## config.mk

```make
export PLATFORM = sky130hd
export DESIGN_NAME = uart_brk_rx
export DESIGN_NICKNAME = d
export VERILOG_FILES = /design/src/rtl/uart_brk_rx_pkg.sv /design/src/rtl/uart_brk_rx_sync.sv /design/src/rtl/uart_brk_rx_zrun.sv /design/src/rtl/uart_brk_rx_fsm.sv /design/src/rtl/uart_brk_rx_out.sv /design/src/rtl/uart_brk_rx.sv
export SDC_FILE = /design/constraint.sdc
export NUM_CORES = 1
export LEC_CHECK = 0
export BUFFER_PORTS_ARGS = -buffer_cell sky130_fd_sc_hd__buf_2
export CORE_MARGIN = 1.5
export CORE_UTILIZATION = 43
export CTS_CLUSTER_DIAMETER = 80
export DETAILED_ROUTE_END_ITERATION = 8
export PLACE_DENSITY = 0.65
export SETUP_SLACK_MARGIN = 0.15
export SYNTH_ARGS = -nofsm -noshare
export SYNTH_HDL_FRONTEND = slang
export SYNTH_SLANG_ARGS = --single-unit
```

## constraint.sdc

```tcl
create_clock -name clk_i -period 3 [get_ports clk_i]
set_clock_uncertainty 0.15 [all_clocks]
set_input_delay 0.6 -clock clk_i [delete_from_list [all_inputs] [get_ports clk_i]]
set_output_delay 0.6 -clock clk_i [all_outputs]
set_load 0.01 [all_outputs]
```

## src/rtl/uart_brk_rx_pkg.sv

```systemverilog
package uart_brk_rx_pkg;

  typedef enum logic [2:0] {
    ST_IDLE,
    ST_START,
    ST_DATA,
    ST_PAR,
    ST_STOP,
    ST_RESYNC,
    ST_BRK_CHK,
    ST_BRK_REC
  } rx_state_e;

  typedef struct packed {
    logic [7:0] data;
    logic       par_err;
    logic       frm_err;
    logic       brk;
  } rx_char_t;

endpackage

```

## src/rtl/uart_brk_rx_sync.sv

```systemverilog
module uart_brk_rx_sync #(
  parameter int STAGES = 2
) (
  input  logic clk_i,
  input  logic rst_ni,
  input  logic d_i,
  output logic q_o
);
  logic [STAGES-1:0] ff_q;

  for (genvar g = 0; g < STAGES; g++) begin : g_stage
    always_ff @(posedge clk_i or negedge rst_ni) begin
      if (!rst_ni) ff_q[g] <= 1'b1;
      else if (g == 0) ff_q[g] <= d_i;
      else ff_q[g] <= ff_q[(g > 0) ? g-1 : 0];
    end
  end

  assign q_o = ff_q[STAGES-1];
endmodule

```

## src/rtl/uart_brk_rx_zrun.sv

```systemverilog
module uart_brk_rx_zrun #(
  parameter int OSR    = 16,
  parameter int DATA_W = 8
) (
  input  logic       clk_i,
  input  logic       rst_ni,
  input  logic       tick_i,
  input  logic       rxd_i,
  input  logic [1:0] wlen_i,
  input  logic       par_en_i,
  output logic       brk_o
);
  localparam int MAX_WT = OSR * (DATA_W + 3);
  localparam int RW     = $clog2(MAX_WT + 1);

  logic [RW-1:0] run_q;
  logic [RW-1:0] word_ticks;

  // start + data + parity + stop, in 16x ticks
  assign word_ticks = RW'((int'(wlen_i) + DATA_W - 3 + int'(par_en_i) + 2) * OSR);

  always_ff @(posedge clk_i or negedge rst_ni) begin
    if (!rst_ni) run_q <= '0;
    else if (tick_i) begin
      if (rxd_i) run_q <= '0;
      else if (run_q < RW'(MAX_WT)) run_q <= run_q + 1'b1;
    end
  end

  assign brk_o = (run_q >= word_ticks);
endmodule

```

## src/rtl/uart_brk_rx_fsm.sv

```systemverilog
module uart_brk_rx_fsm
  import uart_brk_rx_pkg::*;
#(
  parameter int OSR    = 16,
  parameter int DATA_W = 8
) (
  input  logic       clk_i,
  input  logic       rst_ni,
  input  logic       tick_i,
  input  logic       rxd_i,
  input  logic [1:0] wlen_i,
  input  logic       par_en_i,
  input  logic       par_odd_i,
  input  logic       brk_i,
  output logic       emit_o,
  output rx_char_t   chr_o
);
  localparam int CW   = $clog2(OSR);
  localparam int BW   = $clog2(DATA_W) + 1;
  localparam int HALF = OSR / 2;

  rx_state_e         st_q, st_d;
  logic [CW-1:0]     cnt_q, cnt_d;
  logic [BW-1:0]     bit_q, bit_d;
  logic [DATA_W-1:0] shf_q, shf_d;
  logic              par_q, par_d;
  logic              zero_q, zero_d;

  logic [BW-1:0]     nbits;
  logic [DATA_W-1:0] aligned;
  logic              perr;
  logic              mid_full, mid_half;

  assign nbits    = BW'(wlen_i) + BW'(DATA_W - 3);
  assign aligned  = shf_q >> (BW'(DATA_W) - nbits);
  assign perr     = par_en_i & (par_q ^ par_odd_i);
  assign mid_full = (cnt_q == CW'(OSR - 1));
  assign mid_half = (cnt_q == CW'(HALF - 1));

  always_comb begin
    st_d   = st_q;
    cnt_d  = cnt_q;
    bit_d  = bit_q;
    shf_d  = shf_q;
    par_d  = par_q;
    zero_d = zero_q;
    emit_o = 1'b0;
    chr_o  = '0;
    if (tick_i) begin
      unique case (st_q)
        ST_IDLE: if (!rxd_i) begin
          st_d  = ST_START;
          cnt_d = '0;
        end
        ST_START: begin
          if (mid_half) begin
            cnt_d  = '0;
            bit_d  = '0;
            par_d  = 1'b0;
            zero_d = 1'b1;
            st_d   = rxd_i ? ST_IDLE : ST_DATA;
          end else cnt_d = cnt_q + 1'b1;
        end
        ST_DATA: begin
          if (mid_full) begin
            cnt_d  = '0;
            shf_d  = {rxd_i, shf_q[DATA_W-1:1]};
            par_d  = par_q ^ rxd_i;
            zero_d = zero_q & ~rxd_i;
            if (bit_q == nbits - 1'b1) st_d = par_en_i ? ST_PAR : ST_STOP;
            else bit_d = bit_q + 1'b1;
          end else cnt_d = cnt_q + 1'b1;
        end
        ST_PAR: begin
          if (mid_full) begin
            cnt_d  = '0;
            par_d  = par_q ^ rxd_i;
            zero_d = zero_q & ~rxd_i;
            st_d   = ST_STOP;
          end else cnt_d = cnt_q + 1'b1;
        end
        ST_STOP: begin
          if (mid_full) begin
            cnt_d = '0;
            if (rxd_i) begin
              emit_o = 1'b1;
              chr_o  = '{data: aligned, par_err: perr, frm_err: 1'b0, brk: 1'b0};
              st_d   = ST_IDLE;
            end else if (zero_q) begin
              st_d = ST_BRK_CHK;
            end else begin
              emit_o = 1'b1;
              chr_o  = '{data: aligned, par_err: perr, frm_err: 1'b1, brk: 1'b0};
              st_d   = ST_RESYNC;
            end
          end else cnt_d = cnt_q + 1'b1;
        end
        ST_RESYNC: begin
          // second sample of the presumed start bit
          if (!rxd_i) begin
            st_d   = ST_DATA;
            cnt_d  = CW'(1);
            bit_d  = '0;
            par_d  = 1'b0;
            zero_d = 1'b1;
          end else st_d = ST_IDLE;
        end
        ST_BRK_CHK: begin
          if (rxd_i) begin
            emit_o = 1'b1;
            chr_o  = '{data: '0, par_err: perr, frm_err: 1'b1, brk: 1'b0};
            st_d   = ST_IDLE;
          end else if (brk_i) begin
            emit_o = 1'b1;
            chr_o  = '{data: '0, par_err: 1'b0, frm_err: 1'b1, brk: 1'b1};
            st_d   = ST_BRK_REC;
            cnt_d  = '0;
          end
        end
        ST_BRK_REC: begin
          if (!rxd_i) cnt_d = '0;
          else if (mid_half) st_d = ST_IDLE;
          else cnt_d = cnt_q + 1'b1;
        end
        default: st_d = ST_IDLE;
      endcase
    end
  end

  always_ff @(posedge clk_i or negedge rst_ni) begin
    if (!rst_ni) begin
      st_q   <= ST_IDLE;
      cnt_q  <= '0;
      bit_q  <= '0;
      shf_q  <= '0;
      par_q  <= 1'b0;
      zero_q <= 1'b0;
    end else begin
      st_q   <= st_d;
      cnt_q  <= cnt_d;
      bit_q  <= bit_d;
      shf_q  <= shf_d;
      par_q  <= par_d;
      zero_q <= zero_d;
    end
  end
endmodule

```

## src/rtl/uart_brk_rx_out.sv

```systemverilog
module uart_brk_rx_out
  import uart_brk_rx_pkg::*;
(
  input  logic     clk_i,
  input  logic     rst_ni,
  input  logic     emit_i,
  input  rx_char_t chr_i,
  input  logic     full_i,
  output logic     push_o,
  output logic     ovr_o,
  output rx_char_t chr_o
);
  always_ff @(posedge clk_i or negedge rst_ni) begin
    if (!rst_ni) begin
      push_o <= 1'b0;
      ovr_o  <= 1'b0;
      chr_o  <= '0;
    end else begin
      push_o <= emit_i & ~full_i;
      ovr_o  <= emit_i & full_i;
      if (emit_i && !full_i) chr_o <= chr_i;
    end
  end
endmodule

```

## src/rtl/uart_brk_rx.sv

```systemverilog
module uart_brk_rx
  import uart_brk_rx_pkg::*;
#(
  parameter int OSR         = 16,
  parameter int DATA_W      = 8,
  parameter int SYNC_STAGES = 2
) (
  input  logic              clk_i,
  input  logic              rst_ni,
  input  logic              rxd_i,
  input  logic              tick16_i,
  input  logic [1:0]        wlen_i,
  input  logic              par_en_i,
  input  logic              par_odd_i,
  input  logic              fifo_full_i,
  output logic              push_o,
  output logic [DATA_W-1:0] data_o,
  output logic              par_err_o,
  output logic              frm_err_o,
  output logic              brk_o,
  output logic              ovr_o
);
  logic     rxd_s;
  logic     brk_run;
  logic     emit;
  rx_char_t chr_d, chr_q;

  uart_brk_rx_sync #(.STAGES(SYNC_STAGES)) u_sync (
    .clk_i (clk_i),
    .rst_ni(rst_ni),
    .d_i   (rxd_i),
    .q_o   (rxd_s)
  );

  uart_brk_rx_zrun #(.OSR(OSR), .DATA_W(DATA_W)) u_zrun (
    .clk_i   (clk_i),
    .rst_ni  (rst_ni),
    .tick_i  (tick16_i),
    .rxd_i   (rxd_s),
    .wlen_i  (wlen_i),
    .par_en_i(par_en_i),
    .brk_o   (brk_run)
  );

  uart_brk_rx_fsm #(.OSR(OSR), .DATA_W(DATA_W)) u_fsm (
    .clk_i    (clk_i),
    .rst_ni   (rst_ni),
    .tick_i   (tick16_i),
    .rxd_i    (rxd_s),
    .wlen_i   (wlen_i),
    .par_en_i (par_en_i),
    .par_odd_i(par_odd_i),
    .brk_i    (brk_run),
    .emit_o   (emit),
    .chr_o    (chr_d)
  );

  uart_brk_rx_out u_out (
    .clk_i (clk_i),
    .rst_ni(rst_ni),
    .emit_i(emit),
    .chr_i (chr_d),
    .full_i(fifo_full_i),
    .push_o(push_o),
    .ovr_o (ovr_o),
    .chr_o (chr_q)
  );

  assign data_o    = chr_q.data;
  assign par_err_o = chr_q.par_err;
  assign frm_err_o = chr_q.frm_err;
  assign brk_o     = chr_q.brk;
endmodule

```

After elaboration in Yosys (flattened, before gate mapping)
Index checks and enable logic that the tools add are counted.
{ "totals": {"memories": 0, "ram_bits": 0, "register_bits": 44, "output_inout_bits": 13, "latch_bits": 0, "mem_bits_ro": 0, "elab_cells": 127} }
{ "op_classes": {"div_mod_pow": 0, "shifts": 1, "reduce_logical": 14, "n_lt_le_gt_ge": 2, "n_eq_ne": 25, "add_sub_neg": 10, "muxes": 52, "n_bitwise": 8, "n_mul": 0} }
{ "ops": {"columns": ["operator", "count"], "rows": [
  ["$mux W11", 5],
  ["$mux W4", 11],
  ["$mux W3", 12],
  ["$pmux W3 S8", 1],
  ["$pmux W4 S6", 1],
  ["$pmux W11 S2", 1],
  ["$mux W8", 2],
  ["$ne A2 B1 Y1 const B", 7],
  ["$eq A3 B3 Y1 const B", 4],
  ["$mux W1", 12],
  ["$ne A2 B2 Y1 const B", 6],
  ["$pmux W4 S3", 1],
  ["$reduce_and A6 Y1", 2],
  ["$reduce_and A10 Y1", 1],
  ["$add A4 B1 Y4 const B", 2],
  ["$add A8 B1 Y8 const B", 1],
  ["$ge A8 B8 Y1", 1],
  ["$lt A8 B8 Y1 const B", 1],
  ["$shr A8 B4 Y8", 1],
  ["$eq A3 B2 Y1 const B", 2],
  ["$mux W2", 3],
  ["$ne A3 B3 Y1 const B", 2],
  ["$pmux W1 S3", 2],
  ["$reduce_bool A3 Y1", 2],
  ["24 further kinds", 29]
]} }

Logic depth before layout (Yosys ltp)
Gate-level depths: netlist (run 1).
{ "depth": {"ltp_word": 10, "ltp_mapped": 12, "mapped_depth_nobuf": 10} }

Hierarchy
From an unflattened synthesis (run 1), not the netlist that was laid out.
{ "hier_totals": {"hier_cells": 277, "area_unflattened_um2": 2954.1} }
{ "by_module_without_submodules": {"columns": ["mod", "area_each_um2", "cells_per_inst", "seq_area_each_um2", "n_inst"], "rows": [
  ["uart_brk_rx_fsm", 1773.0, 178, 525.5, 1],
  ["uart_brk_rx_zrun", 604.3, 70, 200.2, 1],
  ["uart_brk_rx_out", 524.3, 27, 325.3, 1],
  ["uart_brk_rx_sync", 52.6, 2, 52.6, 1]
]} }

Worst setup path before layout (run 1)
OpenSTA, ideal clock, no wires.
{ "synth_path": {"path_kind": "input port to flip-flop", "startpoint": "input wlen_i[0]", "endpoint": "register u_out.chr_o[1] (netlist name)", "setup_ns": 0.139, "arrival_ns": 2.676, "path_stages": 11, "slack_ns": 0.035, "n_path_buf": 2, "path_cell_list": "buf_2 > inv_1 > ha_1 > ha_1 > ha_1 > nor2b_1 > o211a_1 > or2_1 > o31ai_2 > buf_6 > a22oi_1"} }
{ "synth_via": {"elab_chain_len": 10} }
{ "synth_lines": {"columns": ["element", "line", "text"], "rows": [
  ["start, declared", "uart_brk_rx.sv:12", "input logic [1:0] wlen_i,"],
  ["$add A2 B4 Y4 (*)", "uart_brk_rx_zrun.sv:20", "assign word_ticks = RW'((int'(wlen_i) + DATA_W - 3 + int'(par_en_i) + 2) * OSR);"],
  ["$sub A4 B3 Y4 (*)", "uart_brk_rx_zrun.sv:20", null],
  ["$add A4 B2 Y4 (*)", "uart_brk_rx_zrun.sv:20", null],
  ["$add A4 B3 Y4 (*)", "uart_brk_rx_zrun.sv:20", null],
  ["$ge A8 B8 Y1 (*)", "uart_brk_rx_zrun.sv:30", "assign brk_o = (run_q >= word_ticks);"],
  ["$mux W1", "uart_brk_rx_fsm.sv:113", "end else if (brk_i) begin"],
  ["$mux W1", "uart_brk_rx_fsm.sv:109", "if (rxd_i) begin"],
  ["$pmux W1 S2", "uart_brk_rx_fsm.sv:50", "unique case (st_q)"],
  ["$mux W1", "uart_brk_rx_fsm.sv:49", "if (tick_i) begin"],
  ["$logic_and A1 B1 Y1", "uart_brk_rx_out.sv:21", "if (emit_i && !full_i) chr_o <= chr_i;"],
  ["end signal, assigned", "uart_brk_rx_out.sv:21", null],
  ["end, declared", "uart_brk_rx_out.sv:11", "output rx_char_t chr_o"]
]} }
Every way passes the cells marked *; elsewhere a longest branch is shown, timed or not.
A chain may end at the register's enable or synchronous reset.

Worst setup path in the final report (run 1)
{ "layout_path": {"startpoint": "input par_en_i", "endpoint": "register u_out.chr_o[4] (netlist name)"} }
{ "layout_via": {"elab_chain_len": 8} }
{ "layout_lines": {"columns": ["element", "line", "text"], "rows": [
  ["start, declared", "uart_brk_rx.sv:13", "input logic par_en_i,"],
  ["$add A4 B2 Y4", "uart_brk_rx_zrun.sv:20", null],
  ["$add A4 B3 Y4", "uart_brk_rx_zrun.sv:20", null],
  ["$ge A8 B8 Y1", "uart_brk_rx_zrun.sv:30", null],
  ["$mux W1", "uart_brk_rx_fsm.sv:113", null],
  ["$mux W1", "uart_brk_rx_fsm.sv:109", null],
  ["$pmux W1 S2", "uart_brk_rx_fsm.sv:50", null],
  ["$mux W1", "uart_brk_rx_fsm.sv:49", null],
  ["$logic_and A1 B1 Y1", "uart_brk_rx_out.sv:21", null]
]} }
Every way passes these cells.

==> results_dict.tcl, run 1 <==
set metrics [dict create \
    first_global_vias 2030 \
    synth_edf_count 0 \
    grt_antenna_before_repair 0 \
    fin_tns_setup_ns 0 \
    post_cts_buffers 0 \
    clk_pin_slew_ns 0.09 \
    worstMarginPinSlew_ns 0.954 \
    n_antenna_cell 0 \
    synth_seq_cells 44 \
    crit_type "input pin to register" \
    rsz0062_at_grt "false" \
    hold_start "u_sync.ff_q[0]" \
    area_growth_pct 9.88 \
    htreeDepth 2 \
    core_area_mm2 0.00635 \
    syn_area_mm2 0.00281 \
    grt_use_total_pct 17.6 \
    async_reset_ff_share_pct 100 \
    r2r-start "u_sync.q_o" \
    timing.fmax_mhz 372 \
    synth.top_cells.by_area "dfrtp_1 37%, ha_1 5.3%, mux4_2 4.0%" \
    maxSlewViolCount 0 \
    holdBufCountCts 0 \
    final_layout_size_suffix_gt1_share_pct 22.1 \
    synth-xor-area-share_pct 2.36 \
    wl_per_cell_um 15.7 \
    grt_pass1_wl_um 10100 \
    synth_top_family_by_area "compound AO/OA/AOI/OAI gates" \
    final_cell_mix "42 x dfrtp_1, 26 x nand2_1, 21 x buf_2, 16 x inv_1, 14 x o21ai_0" \
    clock-root-buffer "clkbuf_8" \
    ios 22 \
    via_per_inst 5.68 \
    power.density_mw_per_mm2 654 \
    cp-start-kind "input pin" \
    seq_area_frac_synth_pct 39.2 \
    final_common_cell "dfrtp_1" \
    final_cell_area_mm2 0.00309 \
    totalWireLength_um 5890 \
    vias 2130 \
    fillers 589 \
    status "finished, final reports clean" \
    yosysTopAreaCell "dfrtp_1" \
    timing.slew.headroom_pct 36.4 \
    synth-compound-area-share_pct 22.4 \
    yosysUniqueCellTypes 73 \
    dp.cells 367 \
    startpoint "par_en_i" \
    post-route-min-period_ns 2.69 \
    overflow 0 \
    syn_inst 277 \
    portBuffers 21 \
    fin_crit_sh_pct 89.7 \
    hpwl_um 4260 \
    yosys.area_share.simple_pct 16.5 \
    syn_nets 298 \
    drtPass1Iterations 4 \
    start_util_pct 44.3 \
    hold_viol 0 \
    instances_no_fill 375 \
    die_w_um 83.9 \
    post-route-util_pct 48.7 \
    yosys.area_share.adder_pct 5.34 \
    synth_flop_cell "dfrtp_1" \
    die-area_mm2 0.00704 \
    setup_violations 0 \
    cts_resized 0 \
    drc 0 \
    cts_sinks 44 \
    yosys_warnings 0 \
    cap_violations 0 \
    holdWs_ns 0.217 \
    hold_path_class "register to register" \
    clock_latency_ns 0.30 \
    cts.path.max_buffers 2 \
    cts_made_buffers 5 \
    drt-initial-drc-count 105 \
    grt_max_degree 44 \
    syn_avg_cell_area_um2 10.2 \
    vdd_drop_max_v 0.000329 \
    multiInputGateArea_mm2 0.00156 \
    seqCellArea_mm2 0.00110 \
    finish.net_count 318 \
    end_kind "register" \
    rows 29 \
    cp.required_ns 3.04 \
    postPlaceCellArea_mm2 0.00298 \
    gp_congestion 0.811 \
    p_leak_nw 1.41 \
    cp_max_fo 11 \
    synth.area.mux_share_pct 8.67 \
    crit_arrival_ns 2.73 \
    fp.dieH_um 83.9 \
    antenna_left 0 \
    tritoncts "done" \
    yosysTopAreaCellShare_pct 37.4 \
]
-- path summary, 6_finish.rpt --
path                                  end  slack, ns  cells past startpoint
setup / recovery           u_out.chr_o[4]       0.31                     11
hold / removal                 u_sync.q_o       0.22                      0
setup reg to reg            u_fsm.st_q[0]       0.67                      5
hold reg to reg                u_sync.q_o       0.22                      0
max in group asynchronous      u_sync.q_o       1.71                      2
min in group asynchronous  u_out.chr_o[5]       0.29                      1
-- power by group --
part | switching, mW | internal [mW]
combinational | 0.362 | 0.341
clock | 0.214 | 0.251
sequential | 0.174 | 0.681
-- worst max-delay path, cell delays in order --
cell     delay [ns]
buf_2          0.12
inv_1          0.06
ha_1           0.18
ha_1           0.28
ha_1           0.29
nand3_1        0.07
o41ai_1        0.38
or2_1          0.23
o31ai_2        0.07
buf_4          0.20
a22o_1         0.25
-- routing by layer --
metal	GRT usage [%]	routed length, µm
met2	27.0	2650
met5	0	0
met3	3.07	191
met1	25.9	3010
met4	4.17	40
-- registers in the layout, indices dropped and copies added, names as in the netlist --
register      flops
u_out.chr_o      11
u_fsm.shf_q       8
u_zrun.run_q      8
u_fsm.bit_q       4
u_fsm.cnt_q       4
u_fsm.st_q        3
u_fsm.par_q       1
u_fsm.zero_q      1
u_out.ovr_o       1
u_out.push_o      1
u_sync.ff_q       1
u_sync.q_o        1
-- Yosys cell counts, types with 4 or more instances --
| cell | count |
|---|---|
| a21oi_1 | 13 |
| a22o_1 | 11 |
| buf_2 | 6 |
| clkbuf_1 | 4 |
| dfrtp_1 | 42 |
| ha_1 | 12 |
| inv_1 | 16 |
| mux2_1 | 6 |
| mux4_2 | 5 |
| nand2_1 | 26 |
| nand2b_1 | 5 |
| nand3_1 | 10 |
| nand3b_1 | 4 |
| nor2_1 | 14 |
| o21ai_0 | 14 |
| o2bb2ai_1 | 4 |
-- final cells by class --
class	instances	share of cell area, %
clock buffer	5	2.23
inverter	18	2.19
clock inverter	3	1.50
sequential	44	35.7
tap	77	3.12
multi-input combinational	201	50.4
timing repair buffer	27	4.86
-- through the flow --
step	worst slack, ns	power [mW]
after floorplan	0.174	1.39
after detailed placement	0.00587	1.56
final	0.309	2.02
after CTS	0.328	2.04
after global placement	0.0716	1.55
after global routing	0.238	2.16
-- cell families (layout without fill, tap and decap cells) --
family	Yosys count	count (layout)
and+or+nand+nor	85	85
AOI/OAI and AO/OA	81	81
DFF	44	44
buffers and inverters	32	53
muxes	17	17
adders and majority gates	12	12
xor gates and xnor gates	6	6
Power figures use the tool's default switching activity.
==> run 2: changes to the inputs <==
--- a/config.mk
+++ b/config.mk
@@ -10,7 +10,7 @@
 export CORE_UTILIZATION = 43
 export CTS_CLUSTER_DIAMETER = 80
 export DETAILED_ROUTE_END_ITERATION = 8
-export PLACE_DENSITY = 0.65
+export PLACE_DENSITY = 0.68
 export SETUP_SLACK_MARGIN = 0.15
 export SYNTH_ARGS = -nofsm -noshare
 export SYNTH_HDL_FRONTEND = slang
==> constraint.sdc (replaced) <==
create_clock -name clk_i -period 2.25 [get_ports clk_i]
set_clock_uncertainty 0.15 [all_clocks]
set_input_delay 0.45 -clock clk_i [delete_from_list [all_inputs] [get_ports clk_i]]
set_output_delay 0.45 -clock clk_i [all_outputs]
set_load 0.01 [all_outputs]
==> run 2 against run 1 <==
  * Sequential power increased by 31%
  * Die area stayed put
  * Clock-buffer cell count is the same
  * Worst setup slack worse by 0.30 ns
  * First-iteration DRC count decreased by 2.9%
  * Global-route usage is 1.9 points higher
  * Highest routed layer unchanged
==> results_dict.tcl, run 2 (same netlist as run 1, synthesis figures left out) <==
set metrics [dict create \
    status "finished, final reports clean" \
    crit_family "adder cells" \
    antenna_left 0 \
    holdWs_ns 0.0851 \
    fin_tns_setup_ns 0 \
    clock_latency_ns 0.30 \
    overflow 0 \
    rows 29 \
    cap_violations 0 \
    rr_endpoint "u_out.chr_o[4]" \
    totalWireLength_um 6500 \
    largestRegisters "u_out.chr_o: 11 flops, u_fsm.shf_q: 8 flops, u_zrun.run_q: 8 flops" \
    hold_path_class "input pin to register" \
    final_layout_size_suffix_gt1_share_pct 37.0 \
    grt_antenna_before_repair 0 \
    post-route-min-period_ns 2.24 \
    postPlaceCellArea_mm2 0.00319 \
    via_per_inst 5.71 \
    finish.net_count 342 \
    cp.required_ns 2.29 \
    final_common_cell "dfrtp_1" \
    setup_violations 0 \
    cp_max_fo 2 \
    die_w_um 83.9 \
    p_leak_nw 1.57 \
    fp.dieH_um 83.9 \
    max_stage_delay_ns 0.27 \
    power.density_mw_per_mm2 837 \
    maxSlewViolCount 0 \
    die-area_mm2 0.00704 \
    clk_pin_slew_ns 0.09 \
    crit_arrival_ns 2.28 \
    cts.path.max_buffers 2 \
    clock-root-buffer "clkbuf_8" \
    path_cells "buf_8, inv_4, ha_4, ha_4, ha_4, nor2b_1, o211a_1, or2_4, buf_6, buf_6, a32oi_2, o22ai_1" \
    dp.cells 386 \
    vdd_drop_max_v 0.000461 \
    drt-initial-drc-count 102 \
    core_area_mm2 0.00635 \
    cts_made_buffers 5 \
    critPathSlowestCell "ha_4" \
    top_register "u_out.chr_o" \
    timing.fmax_mhz 446 \
    drc 0 \
    grt_pass1_wl_um 11000 \
    hold_start "rxd_i" \
    fin_crit_sh_pct 99.5 \
    n_antenna_cell 0 \
    wl_per_cell_um 16.3 \
    cts_sinks 44 \
    setup_slack_ns 0.0103 \
    multiInputGateArea_mm2 0.00176 \
    r2r-start "u_sync.q_o" \
    grt_max_degree 45 \
    rrSetupSlack_ns 0.08 \
    end_kind "register" \
    start_util_pct 44.3 \
    worst-path-stages 12 \
    worstMarginPinSlew_ns 0.464 \
    ios 22 \
    portBuffers 21 \
    cp-start-kind "input pin" \
    crit_buf_inv 4 \
    hold_viol 0 \
    crit_type "input pin to register" \
    area_growth_pct 25.7 \
    hpwl_um 4520 \
    htreeDepth 2 \
    gp_congestion 0.805 \
    largest_reg_flops 11 \
    final_cell_area_mm2 0.00354 \
    tritoncts "done" \
    first_global_vias 2221 \
    vias 2278 \
    post-route-util_pct 55.7 \
    instances_no_fill 399 \
    seqCellArea_mm2 0.00111 \
    worst-r2r-cell-count 7 \
    final_cell_mix "40 x dfrtp_1, 25 x nand2_1, 23 x buf_4, 19 x buf_2, 14 x o21ai_0" \
    rsz0062_at_grt "true" \
    whs_path_depth 1 \
    timing.slew.headroom_pct 68.9 \
    power.total_mw 2.96 \
    fillers 535 \
    dp_slack_ns -0.412 \
    grt_use_total_pct 19.4 \
    holdPathEnd "u_sync.ff_q[0]" \
    crit_top_cell "ha_4" \
    drtPass1Iterations 4 \
]
run 2: layout make-up:
class	count	area share, %
clock buffers	5	1.95
clock inverters	3	1.34
inverters	18	2.12
multi-input cells	201	49.7
flip-flops and latches	44	31.3
well taps	77	2.72
repair buffers	51	10.9
run 2: layer usage:
layer | wire length (µm) | global-route usage, % | vias to the layer above
li1 | - | - | 1107
met1 | 3110 | 28.2 | 1118
met2 | 3060 | 30.1 | 45
met3 | 225 | 3.17 | 8
met4 | 103 | 5.51 | 0
met5 | 0 | 0 | -
run 2: worst max path at each step:
stage | start | endpoint | slack, ns
3_3_place_gp | par_en_i | u_out.chr_o[1] | -0.38
2_1_floorplan | wlen_i[0] | u_out.chr_o[1] | -0.28
3_5_place_dp | par_en_i | u_out.chr_o[1] | -0.41
5_1_grt | wlen_i[0] | u_out.chr_o[0] | -0.04
6_report | par_en_i | u_out.chr_o[0] | 0.01
4_1_cts | wlen_i[0] | u_out.chr_o[3] | -0.02
run 2: timing repair:
| action | 4_1_cts | 5_1_grt |
|---|---|---|
| hold buffers | 1 | 0 |
| endpoints found under the hold margin | 42 | 0 |
| cloned | 1 | 0 |
| pin swaps | 10 | 5 |
| setup buffers | 3 | 0 |
| endpoints found under the setup margin | 18 | 30 |
| resized for setup | 19 | 25 |
run 2: power by group:
part	switching, mW	total (mW)	internal [mW]
sequential	0.204	1.12	0.912
combinational	0.587	1.20	0.617
clock	0.304	0.639	0.335
total	1.10	2.96	1.86
run 2: worst register-to-register path, stage by stage, from the launching register on:
cell      delay [ns]
dfstp_2         0.64
buf_4           0.22
nand2b_1        0.17
nand3_2         0.14
a21oi_2         0.27
o31ai_4         0.12
buf_6           0.15
a22o_1          0.22
==> run 3: changes to the inputs <==
--- a/config.mk
+++ b/config.mk
@@ -5,6 +5,7 @@
 export SDC_FILE = /design/constraint.sdc
 export NUM_CORES = 1
 export LEC_CHECK = 0
+export ABC_AREA = 1
 export BUFFER_PORTS_ARGS = -buffer_cell sky130_fd_sc_hd__buf_2
 export CORE_MARGIN = 1.5
 export CORE_UTILIZATION = 43
==> run 3 against run 2 <==
  * Fmax grew 12%
  * Flip-flop and latch count unchanged
  * Core utilization fell by 4.7 points
  * Non-clock buffer count decreased by 17
  * Clock power shrank 25%
  * Critical path type unchanged
  * First-iteration DRC count rose by 53%
  * Critical endpoint is now u_fsm.st_q[0]
  * Global-route usage down 1.0 points
==> results_dict.tcl, run 3 <==
set metrics [dict create \
    power.density_mw_per_mm2 676 \
    final_cell_area_mm2 0.00324 \
    clk_pin_slew_ns 0.08 \
    synth.top_cells.by_area "dfrtp_1 37%, nand2_1 15%, ha_1 5.3%" \
    ios 22 \
    topRoutingLayerUsed "met4" \
    grt_max_degree 45 \
    gp_congestion 0.860 \
    finish.net_count 434 \
    wl_met3_um 229 \
    first_global_vias 2410 \
    end_kind "register" \
    seq_area_frac_synth_pct 39.2 \
    syn_avg_cell_area_um2 7.42 \
    syn_nets 401 \
    drt-met1-wl_um 2900 \
    final_layout_size_suffix_gt1_share_pct 20.6 \
    cp-start-kind "input pin" \
    die_w_um 84.0 \
    power.total_mw 2.19 \
    largestRegisters "u_out.chr_o: 11 flops, u_fsm.shf_q: 8 flops, u_zrun.run_q: 8 flops" \
    async_reset_ff_share_pct 100 \
    maxSlewViolCount 0 \
    crit_type "input pin to register" \
    drc 0 \
    hold_path_class "input pin to register" \
    post-route-min-period_ns 1.99 \
    yosys-top-cells-count "112 x nand2_1, 42 x dfrtp_1, 39 x inv_1" \
    postPlaceCellArea_mm2 0.00312 \
    path_cells "buf_2, inv_4, ha_4, ha_4, ha_4, inv_1, nor2_1, nand2_1, inv_1, nor2_4, a21oi_2, nand3_2, nand2_1, nand2_1" \
    grt_pass1_wl_um 10700 \
    cp.required_ns 2.29 \
    timing.slew.headroom_pct 73.4 \
    overflow 0 \
    post_cts_buffers 0 \
    antenna_left 0 \
    cts_made_buffers 5 \
    max_stage_delay_ns 0.25 \
    grt_use_total_pct 18.4 \
    wl_per_cell_um 12.1 \
    clock-root-buffer "clkbuf_8" \
    syn_inst 380 \
    crit_arrival_ns 2.03 \
    crit_family "adder cells" \
    synth_edf_count 0 \
    dp_slack_ns -0.0922 \
    clock_latency_ns 0.30 \
    status "finished, final reports clean" \
    critPathSlowestCell "ha_4" \
    timing.fmax_mhz 502 \
    hpwl_um 4410 \
    top_register "u_out.chr_o" \
    setup_slack_ns 0.258 \
    tritoncts "done" \
    area_growth_pct 14.8 \
    fillers 606 \
    drtPass1Iterations 4 \
    synth_seq_cells 44 \
    worst-r2r-cell-count 10 \
    rows 29 \
    synth.most_common_cell "nand2_1" \
    synth_flop_cell "dfrtp_1" \
    yosys_warnings 0 \
    die-area_mm2 0.00705 \
    whs_path_depth 1 \
    vias 2530 \
    largest_reg_flops 11 \
    setup_violations 0 \
    vdd_drop_max_v 0.000417 \
    wl_met2_um 2710 \
    cts.path.max_buffers 2 \
    drt-initial-drc-count 156 \
    worstMarginPinSlew_ns 0.396 \
    dp.cells 482 \
    fin_crit_sh_pct 88.5 \
    portBuffers 21 \
    final_cell_mix "110 x nand2_1, 42 x dfrtp_1, 38 x inv_1, 28 x nor2_1, 25 x nand3_1" \
    cap_violations 0 \
    syn_area_mm2 0.00282 \
    start_util_pct 44.4 \
    yosysTopAreaCellShare_pct 37.3 \
    fp.dieH_um 84.0 \
    crit_buf_inv 4 \
    cts_sinks 44 \
    yosysTopAreaCell "dfrtp_1" \
    hold_viol 0 \
    final_common_cell "nand2_1" \
    worst-path-stages 14 \
    totalWireLength_um 5940 \
    instances_no_fill 490 \
    cp_max_fo 4 \
    core_area_mm2 0.00635 \
    p_leak_nw 1.66 \
    n_antenna_cell 0 \
    rsz0062_at_grt "true" \
    post-route-util_pct 51.0 \
    grt_antenna_before_repair 0 \
    yosysUniqueCellTypes 33 \
    via_per_inst 5.16 \
    htreeDepth 2 \
]
==> run 3: cell types whose count changed in the layout (fill, tap and decap cells not counted), sizes merged, moves of 9 or more <==
| cell | change |
|---|---|
| nand2 | +93 |
| inv | +32 |
| nand3 | +22 |
| nor2 | +19 |
| buf | -17 |
| nand4 | +16 |
| a22o | -11 |
| mux2 | -9 |
==> run 3: through the flow <==
step,TNS (ns),hold WS [ns]
finish,0,0.0973
global route,0,0.0796
CTS,0,0.0864
detailed placement,-1.04,0.198
global placement,-0.642,0.197
floorplan,0,0.00441
==> run 3: worst reg2reg max path, cell delays in order, from the launching register on <==
cell     delay, ns
dfrtp_1       0.40
ha_1          0.24
nand2_2       0.09
nor2_4        0.18
inv_2         0.12
nand2_1       0.09
nand3_2       0.09
nor2_4        0.16
nand3_2       0.10
nand2_1       0.08
nand2_1       0.06
==> run 3: metal layers <==
| metal | up-vias | global-route usage (%) |
|---|---|---|
| met3 | 9 | 3.76 |
| met5 | - | 0 |
| met2 | 48 | 30.4 |
| met4 | 0 | 5.66 |
| met1 | 1168 | 24.3 |
| li1 | 1305 | - |
==> run 3: final cells by class <==
type	instances	area [µm²]	share of cell area (%)
multi-input cells	278	1550	47.8
flip-flops and latches	44	1100	34.1
repair buffers	34	218	6.73
inverters	50	190	5.88
well taps	77	96.3	2.98
clock buffers	5	68.8	2.13
clock inverters	2	12.5	0.387
==> run 3: repair_timing <==
action / CTS / global route
resized for setup: 0 / 4
endpoints found under the hold margin: 42 / 0
hold buffers: 1 / 0
endpoints found under the setup margin: 0 / 16
==> run 3: cells by family after synthesis <==
logic type	count (synthesis)	synth area share, %
compound gates	49	9.95
buf+inv	58	8.30
flops	44	39.2
fa+ha+maj	12	5.33
xor+xnor	4	1.24
simple gates	213	36.0
==> run 3: report_power, final <==
part | switching (mW) | total (mW) | internal [mW]
Sequential | 0.0980 | 0.971 | 0.873
Combinational | 0.474 | 0.734 | 0.260
Clock | 0.270 | 0.481 | 0.211
Total | 0.842 | 2.19 | 1.34
==> run 3: path summary, 6_finish.rpt <==
kind	startpoint	slack (ns)	endpoint
setup / recovery	par_en_i	0.26	u_fsm.st_q[0]
hold / removal	rxd_i	0.1	u_sync.ff_q[0]
setup reg to reg	u_fsm.cnt_q[0]	0.40	u_fsm.st_q[0]
hold reg to reg	u_sync.ff_q[0]	0.21	u_sync.q_o
max in group asynchronous	rst_ni	1.17	u_sync.q_o
min in group asynchronous	rst_ni	0.50	u_fsm.shf_q[2]
